==> src/rtl/gpx_pkg.sv <==
package gpx_pkg;
    localparam int BYTE_W    = 8;
    localparam int EVT_PORTS = 2;
    localparam logic [3:0] OFF_SEL = 4'hE;
    localparam logic [3:0] OFF_CFG = 4'hF;

    typedef struct packed {
        logic pull_up;    // bit 2
        logic push_pull;  // bit 1
        logic out_en;     // bit 0
    } pin_cfg_t;

    // Ports with event logic take four registers, the others two.
    function automatic logic [3:0] off_dout(input int p);
        if (p < EVT_PORTS) return 4'(p * 4);
        return 4'(EVT_PORTS * 4 + (p - EVT_PORTS) * 2);
    endfunction

    function automatic logic [3:0] off_din(input int p);
        return off_dout(p) + 4'd1;
    endfunction

    function automatic logic [3:0] off_en(input int p);
        return 4'(p * 4 + 2);
    endfunction

    function automatic logic [3:0] off_st(input int p);
        return 4'(p * 4 + 3);
    endfunction
endpackage

==> src/rtl/gpx_sync.sv <==
module gpx_sync #(
    parameter int W = 29
) (
    input  logic         clk,
    input  logic         rst_n,
    input  logic [W-1:0] async_i,
    output logic [W-1:0] lvl_o
);
    typedef struct packed {
        logic [W-1:0] s1;
        logic [W-1:0] s2;
    } sync_t;

    sync_t st_d, st_q;

    always_comb begin
        st_d    = st_q;
        st_d.s1 = async_i;
        st_d.s2 = st_q.s1;
    end

    always_ff @(posedge clk) begin
        if (!rst_n) st_q <= '0;
        else        st_q <= st_d;
    end

    assign lvl_o = st_q.s2;
endmodule

==> src/rtl/gpx_evt.sv <==
module gpx_evt #(
    parameter int W = 8
) (
    input  logic         clk,
    input  logic         rst_n,
    input  logic [W-1:0] lvl_i,
    input  logic [W-1:0] en_i,
    input  logic [W-1:0] clr_i,
    output logic [W-1:0] st_o,
    output logic         pend_o
);
    typedef struct packed {
        logic [W-1:0] prev;
        logic [W-1:0] stat;
    } evt_t;

    evt_t ev_d, ev_q;
    logic [W-1:0] rise;

    always_comb begin
        rise      = lvl_i & ~ev_q.prev;
        ev_d.prev = lvl_i;
        // a fresh edge outranks a clear in the same cycle
        ev_d.stat = (ev_q.stat & ~clr_i) | (rise & en_i);
    end

    always_ff @(posedge clk) begin
        if (!rst_n) ev_q <= '0;
        else        ev_q <= ev_d;
    end

    assign st_o   = ev_q.stat;
    assign pend_o = |(ev_q.stat & en_i);

    // a bit that was clear with its enable off stays clear
    a_r9_no_set_when_disabled: assert property (@(posedge clk) disable iff (!rst_n)
        1'b1 |=> ((ev_q.stat & ~$past(ev_q.stat) & ~$past(en_i)) == '0));

    // cleared bits drop when no edge coincides
    a_r10_clear_takes_effect: assert property (@(posedge clk) disable iff (!rst_n)
        (rise == '0) |=> ((ev_q.stat & $past(clr_i)) == '0));
endmodule

==> src/rtl/gpx_pincfg.sv <==
module gpx_pincfg
    import gpx_pkg::*;
#(
    parameter int NUM_PINS = 29
) (
    input  logic                clk,
    input  logic                rst_n,
    input  logic                sel_wr_i,
    input  logic                cfg_wr_i,
    input  logic [BYTE_W-1:0]   wdata_i,
    input  logic [NUM_PINS-1:0] dout_i,
    output logic [BYTE_W-1:0]   sel_o,
    output logic [BYTE_W-1:0]   cfg_rd_o,
    output logic [NUM_PINS-1:0] pad_out_o,
    output logic [NUM_PINS-1:0] pad_oe_o,
    output logic [NUM_PINS-1:0] pad_pu_o
);
    localparam int IDX_W = 5;

    typedef struct packed {
        logic [BYTE_W-1:0]          sel;
        pin_cfg_t [NUM_PINS-1:0]    cfg;
    } pc_t;

    pc_t pc_d, pc_q;
    logic [IDX_W-1:0] idx;
    logic             sel_ok;

    always_comb begin
        idx    = {pc_q.sel[5:4], pc_q.sel[2:0]};
        sel_ok = (pc_q.sel[7:6] == 2'b00) && !pc_q.sel[3]
                 && (int'(idx) < NUM_PINS);
        pc_d = pc_q;
        if (sel_wr_i) pc_d.sel = wdata_i;
        if (cfg_wr_i && sel_ok) pc_d.cfg[idx] = wdata_i[2:0];
        cfg_rd_o = sel_ok ? {5'b0, pc_q.cfg[idx]} : '0;
    end

    always_ff @(posedge clk) begin
        if (!rst_n) pc_q <= '0;
        else        pc_q <= pc_d;
    end

    assign sel_o = pc_q.sel;

    logic [NUM_PINS-1:0] pp_vec;
    for (genvar n = 0; n < NUM_PINS; n++) begin : g_pad
        assign pp_vec[n]    = pc_q.cfg[n].push_pull;
        assign pad_oe_o[n]  = pc_q.cfg[n].out_en & (pc_q.cfg[n].push_pull | ~dout_i[n]);
        assign pad_out_o[n] = pc_q.cfg[n].push_pull & dout_i[n];
        assign pad_pu_o[n]  = pc_q.cfg[n].pull_up;
    end

    // writes through a selector that names no pin leave every pin alone
    a_r5_bad_sel_ignored: assert property (@(posedge clk) disable iff (!rst_n)
        (cfg_wr_i && !sel_ok) |=> $stable(pc_q.cfg));

    // an open-drain pad is never enabled while its data bit is high
    a_r7_open_drain_low_only: assert property (@(posedge clk) disable iff (!rst_n)
        ((pad_oe_o & ~pp_vec & dout_i) == '0));
endmodule

==> src/rtl/gpx_bank.sv <==
module gpx_bank
    import gpx_pkg::*;
#(
    parameter int NUM_PINS = 29
) (
    input  logic                clk,
    input  logic                rst_n,
    input  logic [3:0]          reg_addr,
    input  logic                reg_wr,
    input  logic [7:0]          reg_wdata,
    output logic [7:0]          reg_rdata,
    input  logic [NUM_PINS-1:0] pad_in,
    output logic [NUM_PINS-1:0] pad_out,
    output logic [NUM_PINS-1:0] pad_oe,
    output logic [NUM_PINS-1:0] pad_pu,
    output logic                evt_irq
);
    localparam int NUM_PORTS = (NUM_PINS + BYTE_W - 1) / BYTE_W;
    localparam int FLAT_W    = NUM_PORTS * BYTE_W;

    typedef struct packed {
        logic [NUM_PORTS-1:0][BYTE_W-1:0] dout;
        logic [EVT_PORTS-1:0][BYTE_W-1:0] en;
    } bank_t;

    bank_t bk_d, bk_q;

    logic [NUM_PINS-1:0]              lvl;
    logic [NUM_PORTS-1:0][BYTE_W-1:0] din_pk;
    logic [EVT_PORTS-1:0][BYTE_W-1:0] clr, st;
    logic [EVT_PORTS-1:0]             pend;
    logic [NUM_PINS-1:0]              dout_pins;
    logic [BYTE_W-1:0]                sel_rd, cfg_rd;
    logic                             sel_wr, cfg_wr;

    gpx_sync #(.W(NUM_PINS)) u_sync (
        .clk(clk), .rst_n(rst_n), .async_i(pad_in), .lvl_o(lvl)
    );

    assign din_pk    = FLAT_W'(lvl);
    assign dout_pins = NUM_PINS'(bk_q.dout);

    for (genvar p = 0; p < EVT_PORTS; p++) begin : g_evt
        gpx_evt #(.W(BYTE_W)) u_evt (
            .clk(clk), .rst_n(rst_n),
            .lvl_i(din_pk[p]), .en_i(bk_q.en[p]), .clr_i(clr[p]),
            .st_o(st[p]), .pend_o(pend[p])
        );
    end

    assign evt_irq = |pend;
    assign sel_wr  = reg_wr && (reg_addr == OFF_SEL);
    assign cfg_wr  = reg_wr && (reg_addr == OFF_CFG);

    gpx_pincfg #(.NUM_PINS(NUM_PINS)) u_cfg (
        .clk(clk), .rst_n(rst_n),
        .sel_wr_i(sel_wr), .cfg_wr_i(cfg_wr), .wdata_i(reg_wdata),
        .dout_i(dout_pins), .sel_o(sel_rd), .cfg_rd_o(cfg_rd),
        .pad_out_o(pad_out), .pad_oe_o(pad_oe), .pad_pu_o(pad_pu)
    );

    always_comb begin
        bk_d      = bk_q;
        reg_rdata = '0;
        for (int p = 0; p < NUM_PORTS; p++) begin
            if (reg_wr && reg_addr == off_dout(p)) bk_d.dout[p] = reg_wdata;
            if (reg_addr == off_dout(p)) reg_rdata = bk_q.dout[p];
            if (reg_addr == off_din(p))  reg_rdata = din_pk[p];
        end
        for (int p = 0; p < EVT_PORTS; p++) begin
            clr[p] = (reg_wr && reg_addr == off_st(p)) ? reg_wdata : '0;
            if (reg_wr && reg_addr == off_en(p)) bk_d.en[p] = reg_wdata;
            if (reg_addr == off_en(p)) reg_rdata = bk_q.en[p];
            if (reg_addr == off_st(p)) reg_rdata = st[p];
        end
        if (reg_addr == OFF_SEL) reg_rdata = sel_rd;
        if (reg_addr == OFF_CFG) reg_rdata = cfg_rd;
    end

    always_ff @(posedge clk) begin
        if (!rst_n) bk_q <= '0;
        else        bk_q <= bk_d;
    end

    // a write to port 0 data out is held in the next cycle
    a_r2_dout_holds_write: assert property (@(posedge clk) disable iff (!rst_n)
        (reg_wr && reg_addr == off_dout(0)) |=> (bk_q.dout[0] == $past(reg_wdata)));

    // the event output only rises when some enable is set
    a_r11_irq_needs_enable: assert property (@(posedge clk) disable iff (!rst_n)
        evt_irq |-> (bk_q.en != '0));
endmodule

==> config.mk <==
export PLATFORM = sky130hd
export DESIGN_NAME = gpx_bank
export DESIGN_NICKNAME = d
export VERILOG_FILES = /design/src/rtl/gpx_pkg.sv /design/src/rtl/gpx_sync.sv /design/src/rtl/gpx_evt.sv /design/src/rtl/gpx_pincfg.sv /design/src/rtl/gpx_bank.sv
export SDC_FILE = /design/constraint.sdc
export NUM_CORES = 1
export LEC_CHECK = 0
export BUFFER_PORTS_ARGS = -buffer_cell sky130_fd_sc_hd__buf_2
export CORE_MARGIN = 1.5
export CORE_UTILIZATION = 50
export CTS_BUF_LIST = sky130_fd_sc_hd__clkbuf_2
export DETAILED_ROUTE_END_ITERATION = 16
export PLACE_DENSITY = 0.71
export SLEW_MARGIN = 30
export SYNTH_ARGS = -nofsm -noshare
export SYNTH_HDL_FRONTEND = slang
export SYNTH_SLANG_ARGS = --single-unit
==> constraint.sdc <==
create_clock -name clk -period 8 [get_ports clk]
set_clock_uncertainty 0.15 [all_clocks]
set_input_delay 1.6 -clock clk [delete_from_list [all_inputs] [get_ports clk]]
set_output_delay 1.6 -clock clk [all_outputs]
set_load 0.02 [all_outputs]
Word-level counts from Yosys, hierarchy flattened. Cells that the tools add are included.

Magnitude comparators: 3. Equality and inequality tests: 13. Multiplexer cells: 22. Bitwise operators: 130. Reductions and logical operators: 18.

Operator list (count): $mux W8 (16); $bwmux W87 (1); $and A8 B8 Y8 (8); $and A1 B1 Y1 (58); $not A8 Y8 (4); $not A1 Y1 (29); $or A1 B1 Y1 (29); $eq A4 B4 Y1 const B (6); $eq A4 B3 Y1 const B (4); $or A8 B8 Y8 (2); $reduce_or A16 Y1 (1); $bmux W3 S5 (1); $demux W3 S5 (1); $logic_and A1 B1 Y1 (14); $mux W3 (3); $eq A4 B2 Y1 const B (2); $lt A5 B6 Y1 const B (1); $ge A5 B1 Y1 const B (1); $lt A5 B5 Y1 const B (1); $eq A4 B1 Y1 const B (1); $logic_not A4 Y1 (1); $logic_not A2 Y1 (1); $logic_not A1 Y1 (1).

Bits in registers: 233. Bits of input ports: 44.

Longest topological paths before layout. Gate-level depths: netlist (run 1).

Word-level depth: 15. Depth in mapped cells: 9. Mapped depth without buffers: 5.

By module. From an unflattened synthesis (run 1), not the netlist that was laid out.

Cell total of the unflattened synthesis: 1221. Area total of the unflattened synthesis: 11447.2 µm².

By module, submodules not included: gpx_pincfg (instances 1, cells an instance 597, area each 5271.3 µm²); gpx_bank (instances 1, cells an instance 378, area each 3265.6 µm²); gpx_sync (instances 1, cells an instance 122, area each 1599.0 µm²); gpx_evt (instances 2, cells an instance 62, area each 655.6 µm²).

Least setup slack after synthesis (run 1). No wires, ideal clock.

Kind: input -> output. From: input port reg_addr[0]. To: output port reg_rdata[6]. Arrival time: 3185 ps. Data required time: 6250 ps. Setup slack: 3065 ps. Stages: 7. Cell sequence: buf_2 -> buf_2 -> buf_1 -> nand3_1 -> o21ai_0 -> a211oi_1 -> a221oi_1.

Word-level cells in the longest chain between the ends: 15.

RTL lines: start: declaration (line gpx_bank.sv:8) `input logic [3:0] reg_addr,`; $logic_not A4 Y1 (line gpx_bank.sv:67) `if (reg_addr == off_dout(p)) reg_rdata = bk_q.dout[p];`; $mux W8 (line gpx_bank.sv:67); $mux W8 (line gpx_bank.sv:68) `if (reg_addr == off_din(p)) reg_rdata = din_pk[p];`; $mux W8 (line gpx_bank.sv:67); $mux W8 (line gpx_bank.sv:68); $mux W8 (line gpx_bank.sv:67); $mux W8 (line gpx_bank.sv:68); $mux W8 (line gpx_bank.sv:67); $mux W8 (line gpx_bank.sv:68); $mux W8 (line gpx_bank.sv:73) `if (reg_addr == off_en(p)) reg_rdata = bk_q.en[p];`; $mux W8 (line gpx_bank.sv:74) `if (reg_addr == off_st(p)) reg_rdata = st[p];`; $mux W8 (line gpx_bank.sv:73); $mux W8 (line gpx_bank.sv:74); $mux W8 (line gpx_bank.sv:76) `if (reg_addr == OFF_SEL) reg_rdata = sel_rd;`; $mux W8 * (line gpx_bank.sv:77) `if (reg_addr == OFF_CFG) reg_rdata = cfg_rd;`; end: declaration (line gpx_bank.sv:11) `output logic [7:0] reg_rdata,`.

Every way passes the cells marked *; elsewhere a longest branch is shown, timed or not.

Worst setup path after layout (run 1).
From: register u_cfg.pc_q, in the netlist u_cfg.sel_o[0]. To: output port reg_rdata[2].

Word-level cells in the longest chain between the ends: 4.

RTL lines: start: declaration (line gpx_pincfg.sv:25) `pc_t pc_d, pc_q;`; start signal: assignment (line gpx_pincfg.sv:41) `else pc_q <= pc_d;`; $bmux W3 S5 or $lt A5 B5 Y1 (tied branches) (line gpx_pincfg.sv:36, gpx_pincfg.sv:32); $mux W3 (not written as such) or $logic_and A1 B1 Y1 (tied branches) (line gpx_pincfg.sv:36, gpx_pincfg.sv:32); $mux W3 * (line gpx_pincfg.sv:36) `cfg_rd_o = sel_ok ? {5'b0, pc_q.cfg[idx]} : '0;`; $mux W8 * (line gpx_bank.sv:77).

Every way passes the cells marked *; elsewhere a longest branch is shown, timed or not. The select of a mux whose other input is x is not followed.

==> flow_metrics.py, run 1 <==
metrics = {
    "drt": {
        "first_pass_iters": 5,
        "detail-route-antenna-nets": 0,
        "via_per_inst": 5.78,
        "drt_iter0_drc": 777,
        "avgRoutedWirePerCell_um": 20.3,
        "drc": 0,
        "wl_um": 32000,
        "num_vias": 9117,
    },
    "grt": {
        "grt_overflow": 0,
        "track_usage_pct": 28.4,
        "grt_pass1_vias": 8220,
        "antenna_found_initial": 1,
        "grt_pass1_wl_um": 48500,
        "grt_max_degree": 95,
    },
    "place": {
        "port_buffers": 139,
        "dp.cells": 1483,
        "dpl_cell_area_mm2": 0.0114,
        "gp_congestion": 0.944,
        "dpl.hpwl_um": 22300,
    },
    "timing": {
        "tightestPinTransition_ns": 0.987,
        "hold_viol": 0,
        "period_needed_ns": 5.74,
        "slew_headroom_pct": 34.0,
        "drv_slew": 0,
        "max_freq_mhz": 174,
        "finalSetupTns_ns": 0,
        "fin_crit_sh_pct": 71.8,
        "setup_violations": 0,
        "rsz0062_at_grt": "no",
    },
    "layout": {
        "area_growth_pct": 9.35,
        "final_cell_mix": "dfxtp_1 (232), buf_2 (138), and2_1 (104)",
        "mostFrequentLayoutCell": "dfxtp_1",
        "drive_above_1_share_pct": 20.8,
        "design_area_mm2": 0.0119,
        "multi_input_area_mm2": 0.00540,
        "finalNetCount": 1310,
        "fillCellCount": 1933,
        "seqCellArea_mm2": 0.00467,
        "instances_no_fill": 1578,
    },
    "logic_synthesis": {
        "yosys_most_used_dff": "dfxtp_1",
        "synth_edf_count": 0,
        "synth_area_mm2": 0.0109,
        "synth.largest_area_cell": "dfxtp_1",
        "async_flop_share_pct": 0,
        "syn_inst": 1176,
        "ys_ff_latch": 233,
        "yosys.area.top_type_share_pct": 42.9,
        "synth_cell_types": 67,
        "synth_warnings": 0,
        "yosysSeqAreaShare_pct": 42.9,
        "syn-num-nets": 1220,
        "syn_avg_cell_area_um2": 9.24,
        "synth.area.top_cells": "dfxtp_1 (43%), mux2i_1 (8.3%), and2_1 (6.0%), nor2b_1 (5.6%), nand3_1 (4.0%)",
    },
    "critical_path": {
        "cp.required_ns": 6.25,
        "crit_buf_inv": 2,
        "crit_family": "flip-flops",
        "arrival_ns": 3.99,
        "endpoint_kind": "output port",
        "crit_chain": "buf_4 > mux4_1 > nand2_1 > o311ai_0 > or4_1 > a221o_1 > buf_2",
        "worstSetupPathType": "flip-flop to output port",
        "crit_path_top_delay_cell": "dfxtp_1",
        "start_kind": "flip-flop",
        "max_stage_delay_ns": 0.78,
        "path_max_fanout": 23,
    },
    "cts": {
        "cts_setup_buffers": 0,
        "cts_buffer_depth": 3,
        "cts_hold_buf": 0,
        "cts_made_buffers": 56,
        "cts_root_buffer": "clkbuf_2",
        "cts_sinks": 233,
        "path_clk_slew_ns": 0.10,
        "cts_tree": "done",
        "cts_resized": 0,
        "htreeDepth": 2,
        "clkLatencyLatePin_ns": 0.86,
    },
    "hold_path": {
        "hold_path_class": "flip-flop to flip-flop",
    },
    "floorplan": {
        "ioPinCount": 140,
        "die_x_um": 150,
        "die_height_um": 150,
        "start_util_pct": 51.4,
        "fp.dieArea_mm2": 0.0226,
        "core_area_mm2": 0.0212,
        "num_rows": 53,
    },
    "run_status": {
        "status": "finished, final reports clean",
    },
    "job": {
        "cap_violations": 0,
    },
    "power": {
        "p_leak_nw": 4.81,
        "power_density_mw_per_mm2": 179,
        "peakVddDrop_mv": 0.108,
    },
}
[metrics by stage]
| stage | total power, W | util [%] | setup WS, ns | hold slack (ns) |
|---|---|---|---|---|
| final | 0.00213 | 56.2 | 2.26 | 0.251 |
| after floorplan | 0.00131 | - | 3.06 | 0.262 |
| after global routing | 0.00222 | 56.2 | 2.08 | 0.289 |
| after global placement | 0.00136 | 53.8 | 2.42 | 0.266 |
| after detailed placement | 0.00136 | 53.8 | 2.39 | 0.270 |
| after CTS | 0.00215 | 56.2 | 2.25 | 0.281 |
[cell usage after synthesis (7+ instances only)]
master    instances
a221oi_1          9
mux2i_1          90
nand4_1          10
mux2_2           11
dfxtp_1         233
mux4_2           12
buf_2            11
and2_1          104
nand2_1          78
buf_1             7
nor3_1            7
o21ai_0          60
a21boi_0         50
a32oi_1          19
nand3_1          86
inv_1            49
buf_6             7
a21oi_1          22
nor2b_1          98
nand4b_1          8
clkbuf_1         58
nor2_1           16
a211oi_1          8
a22oi_1           8
buf_4            29
[path summary, 6_finish.rpt]
check	to	startpoint	depth (start not counted)	slack (ns)
max	reg_rdata[2]	u_cfg.sel_o[0]$_SDFFE_PN0P_	7	2.26
min	u_sync.lvl_o[14]$_SDFF_PN0_	u_sync.st_d[14]$_SDFF_PN0_	1	0.25
max reg2reg	u_cfg.pc_q[27]$_SDFFE_PN0P_	u_cfg.sel_o[4]$_SDFFE_PN0P_	4	5.31
min reg2reg	u_sync.lvl_o[14]$_SDFF_PN0_	u_sync.st_d[14]$_SDFF_PN0_	1	0.25
[sequential cells by signal (all words and copies together) (netlist names)]
signal and cells:
u_cfg.pc_q 58, bk_q 48, u_cfg.pad_pu_o 29, u_sync.lvl_o 29, u_sync.st_d 29, g_evt.u_evt.ev_q 16, g_evt.u_evt.st_o 16, u_cfg.sel_o 8
[kinds of logic after synthesis]
kind of cell,share of synthesized area [%]
AND/OR/NAND/NOR,22.8
flip-flops,42.9
buffers and inverters,7.60
multiplexers,12.9
AO/OA/AOI/OAI,13.9
[cell type report]
| cell class | count | area share, % |
|---|---|---|
| flip-flops and latches | 233 | 39.2 |
| well taps | 275 | 2.89 |
| multi-input cells | 776 | 45.5 |
| clock inverters | 12 | 0.874 |
| diodes | 1 | 0.0211 |
| repair buffers | 148 | 6.44 |
| inverters | 51 | 1.61 |
| clock buffers | 82 | 3.45 |
[power breakdown]
group	switching [W]	total (W)	internal (W)
clock	0.000463	0.000798	0.000336
combinational	0.0000888	0.000140	0.0000514
sequential	0.0000149	0.00119	0.00118
total	0.000566	0.00213	0.00157
[layer usage]
layer  vias up  part of all wire [%]  global-route usage [%]
met5         -                     0                       0
met4         0                   2.6                    8.92
met3        72                   9.1                    6.94
met2       464                    43                    41.4
met1      4295                    45                    41.0
li1       4286                     -                       -
Note: power is estimated with default switching activity, not from simulation.
==> run 2: changes to the inputs <==
--- a/config.mk
+++ b/config.mk
@@ -5,12 +5,13 @@
 export SDC_FILE = /design/constraint.sdc
 export NUM_CORES = 1
 export LEC_CHECK = 0
+export ABC_AREA = 1
 export BUFFER_PORTS_ARGS = -buffer_cell sky130_fd_sc_hd__buf_2
 export CORE_MARGIN = 1.5
 export CORE_UTILIZATION = 50
 export CTS_BUF_LIST = sky130_fd_sc_hd__clkbuf_2
 export DETAILED_ROUTE_END_ITERATION = 16
-export PLACE_DENSITY = 0.71
+export PLACE_DENSITY = 0.74
 export SLEW_MARGIN = 30
 export SYNTH_ARGS = -nofsm -noshare
 export SYNTH_HDL_FRONTEND = slang
==> constraint.sdc (replaced) <==
create_clock -name clk -period 5 [get_ports clk]
set_clock_uncertainty 0.15 [all_clocks]
set_input_delay 1 -clock clk [delete_from_list [all_inputs] [get_ports clk]]
set_output_delay 1 -clock clk [all_outputs]
set_load 0.02 [all_outputs]
==> flow_metrics.py, run 2 <==
metrics = {
    "run_status": {
        "status": "finished, final reports clean",
    },
    "layout": {
        "fillCellCount": 1998,
        "design_area_mm2": 0.0113,
        "mostFrequentLayoutCell": "nand2_1",
        "largest_reg_flops": 58,
        "top_register": "u_cfg.pc_q",
        "top_regs": "u_cfg.pc_q (58), bk_q (48)",
        "finalNetCount": 1605,
        "area_growth_pct": 11.0,
        "final_cell_mix": "nand2_1 (302), inv_1 (239), dfxtp_1 (233)",
        "drive_above_1_share_pct": 16.6,
    },
    "power": {
        "p_leak_nw": 5.50,
        "power.share.clock_pct": 35.7,
        "power_switching_w": 0.000924,
        "comb_power_share_pct": 6.3,
        "swShare_pct": 28.0,
        "peakVddDrop_mv": 0.152,
        "power_density_mw_per_mm2": 291,
        "power_frac_seq_pct": 58.0,
        "p_int_w": 0.00238,
        "total_power_w": 0.00330,
    },
    "critical_path": {
        "endpoint_kind": "output port",
        "cp.required_ns": 3.85,
        "crit_family": "simple AND/OR/NAND/NOR gates",
        "cp_common_cell": "nand2_1",
        "crit_buf_inv": 3,
        "crit_path_top_delay_cell": "inv_1",
        "max_stage_delay_ns": 0.48,
        "r2r_setup_slack_ns": 2.30,
        "crit_chain": "inv_1 > nor2_2 > inv_1 > o22ai_1 > o21ai_0 > nand2_1 > nor2_1 > nand2_1 > nand2_1 > nand4_1 > buf_2",
        "r2r-end": "u_cfg.pc_q[18]$_SDFFE_PN0P_",
        "r2r_cells": 8,
        "arrival_ns": 3.52,
        "worstSetupPathType": "flip-flop to output port",
        "path_max_fanout": 14,
        "start_kind": "flip-flop",
        "r2r_start": "u_cfg.sel_o[1]$_SDFFE_PN0P_",
    },
    "grt": {
        "met2_usage_pct": 42.0,
        "track_usage_pct": 28.3,
        "busiest_layer": "met2",
        "grt_max_degree": 112,
        "grt_pass1_vias": 8884,
        "met1_usage_pct": 39.2,
        "grt_util_met3_pct": 6.77,
        "grt_pass1_wl_um": 47300,
        "antenna_found_initial": 2,
        "grt_overflow": 0,
    },
    "cts": {
        "cts_hold_buf": 0,
        "cts_tree": "done",
        "cts_setup_buffers": 0,
        "cts_root_buffer": "clkbuf_2",
        "cts_sinks": 233,
        "path_clk_slew_ns": 0.10,
        "cts_resized": 0,
        "clkLatencyLatePin_ns": 0.85,
        "cts_made_buffers": 57,
        "htreeDepth": 2,
        "cts_buffer_depth": 3,
    },
    "drt": {
        "detail-route-antenna-nets": 0,
        "num_vias": 9957,
        "wl_um": 30800,
        "drc": 0,
        "drt_iter0_drc": 995,
        "first_pass_iters": 5,
        "via_per_inst": 5.32,
        "avgRoutedWirePerCell_um": 16.4,
    },
    "logic_synthesis": {
        "synth.largest_area_cell": "dfxtp_1",
        "ys_ff_latch": 233,
        "synth_warnings": 0,
        "syn_inst": 1446,
        "async_flop_share_pct": 0,
        "synth.area.top_cells": "dfxtp_1 (46%), nand2_1 (11%), a21oi_1 (9.6%), inv_1 (8.8%), o21ai_0 (7.6%)",
        "yosysMostFrequentCell": "nand2_1",
        "yosys.area.top_type_share_pct": 45.7,
        "ys_top_cells_by_count": "nand2_1 (302), inv_1 (239), dfxtp_1 (233), a21oi_1 (196), o21ai_0 (155)",
        "syn-num-nets": 1490,
        "synth_cell_types": 29,
        "syn_avg_cell_area_um2": 7.06,
        "synth_edf_count": 0,
        "yosysSeqAreaShare_pct": 45.7,
        "yosys_most_used_dff": "dfxtp_1",
        "synth_area_mm2": 0.0102,
    },
    "floorplan": {
        "fp.dieArea_mm2": 0.0213,
        "die_x_um": 146,
        "num_rows": 52,
        "ioPinCount": 140,
        "start_util_pct": 50.8,
        "core_area_mm2": 0.0201,
        "die_height_um": 146,
    },
    "job": {
        "cap_violations": 0,
    },
    "timing": {
        "rsz0062_at_grt": "no",
        "drv_slew": 0,
        "slew_headroom_pct": 41.6,
        "tightestPinTransition_ns": 0.877,
        "setup_violations": 0,
        "period_needed_ns": 4.67,
        "max_freq_mhz": 214,
        "hold_viol": 0,
        "finalSetupTns_ns": 0,
        "fin_crit_sh_pct": 93.5,
    },
    "place": {
        "dpl.hpwl_um": 21700,
        "dpl_cell_area_mm2": 0.0108,
        "gp_congestion": 0.969,
        "port_buffers": 139,
    },
    "hold_path": {
        "hold_start": "pad_in[22]",
        "min_path_cells": 3,
        "hold_path_class": "primary input to flip-flop",
        "whs_endpoint": "u_sync.st_d[22]$_SDFF_PN0_",
    },
}
-- run 2: cell count changes in the layout (fill, tap and decap cells not counted), sizes merged, moves of 19 or more --
cell	delta
nand3	-38
and2	-105
inv	+192
nor2b	-98
nand2	+237
mux2i	-90
a32oi	-19
nor2	+62
a21boi	-53
o22ai	+21
o21ai	+96
a21oi	+174
-- run 2: worst max path at each step --
stage,from,endpoint,slack [ns],cells past startpoint
finish,u_cfg.sel_o[1]$_SDFFE_PN0P_,reg_rdata[1],0.33,11
CTS,u_cfg.sel_o[1]$_SDFFE_PN0P_,reg_rdata[1],0.41,12
floorplan,reg_addr[0],reg_rdata[5],1.51,11
global placement,reg_addr[1],reg_rdata[2],1.17,11
global route,u_cfg.sel_o[1]$_SDFFE_PN0P_,reg_rdata[1],0.25,12
detailed placement,reg_addr[1],reg_rdata[2],1.14,11
-- run 2: per-stage QoR --
stage	setup WS, ns	instances	util, %	hold slack [ns]
finish	0.326	1873	56.4	0.181
global route	0.247	1872	56.4	0.116
CTS	0.406	1870	56.3	0.110
detailed placement	1.14	1772	54.0	0.245
global placement	1.17	1772	54.0	0.242
floorplan	1.51	1446	-	0.240
-- run 2: kinds of logic (layout without fill, tap and decap cells) --
group / count (synthesis) / after routing / synth area share [%]
buf+inv: 335 / 489 / 13.7
compound gates: 402 / 402 / 20.7
simple gates: 476 / 476 / 19.9
other cells: 0 / 3 / 0
flops: 233 / 233 / 45.7
-- run 2: layout make-up --
cell class | instances | area (um2) | area share (%)
Multi-Input combinational cell | 878 | 4150 | 36.6
Inverter | 241 | 905 | 7.98
Sequential cell | 233 | 4660 | 41.2
Clock buffer | 80 | 400 | 3.53
Tap cell | 270 | 338 | 2.98
Timing Repair Buffer | 150 | 793 | 7.00
Clock inverter | 18 | 73.8 | 0.651
Antenna cell | 3 | 7.51 | 0.0662
-- run 2: worst reg2reg max path: stages (launching register included) --
cell	delay, ns
dfxtp_1	0.44
inv_1	0.11
nor2_2	0.45
inv_1	0.48
nor2_1	0.31
buf_4	0.25
nand2_1	0.16
o21ai_0	0.20
a21oi_1	0.06
-- run 2: power by group through the flow --
stage               Sequential, W  Combinational [W]  Clock [W]
detailed placement        0.00196           0.000204          0
global placement          0.00196           0.000202          0
global route              0.00192           0.000230    0.00130
floorplan                 0.00194           0.000136          0
finish                    0.00191           0.000209    0.00118
CTS                       0.00191           0.000204    0.00120
-- run 2: layer usage --
layer | vias to the layer above | share of wire [%]
met1 | 4503 | 43
met2 | 504 | 44
met4 | 0 | 3.0
met3 | 76 | 10
met5 | - | 0
li1 | 4874 | -
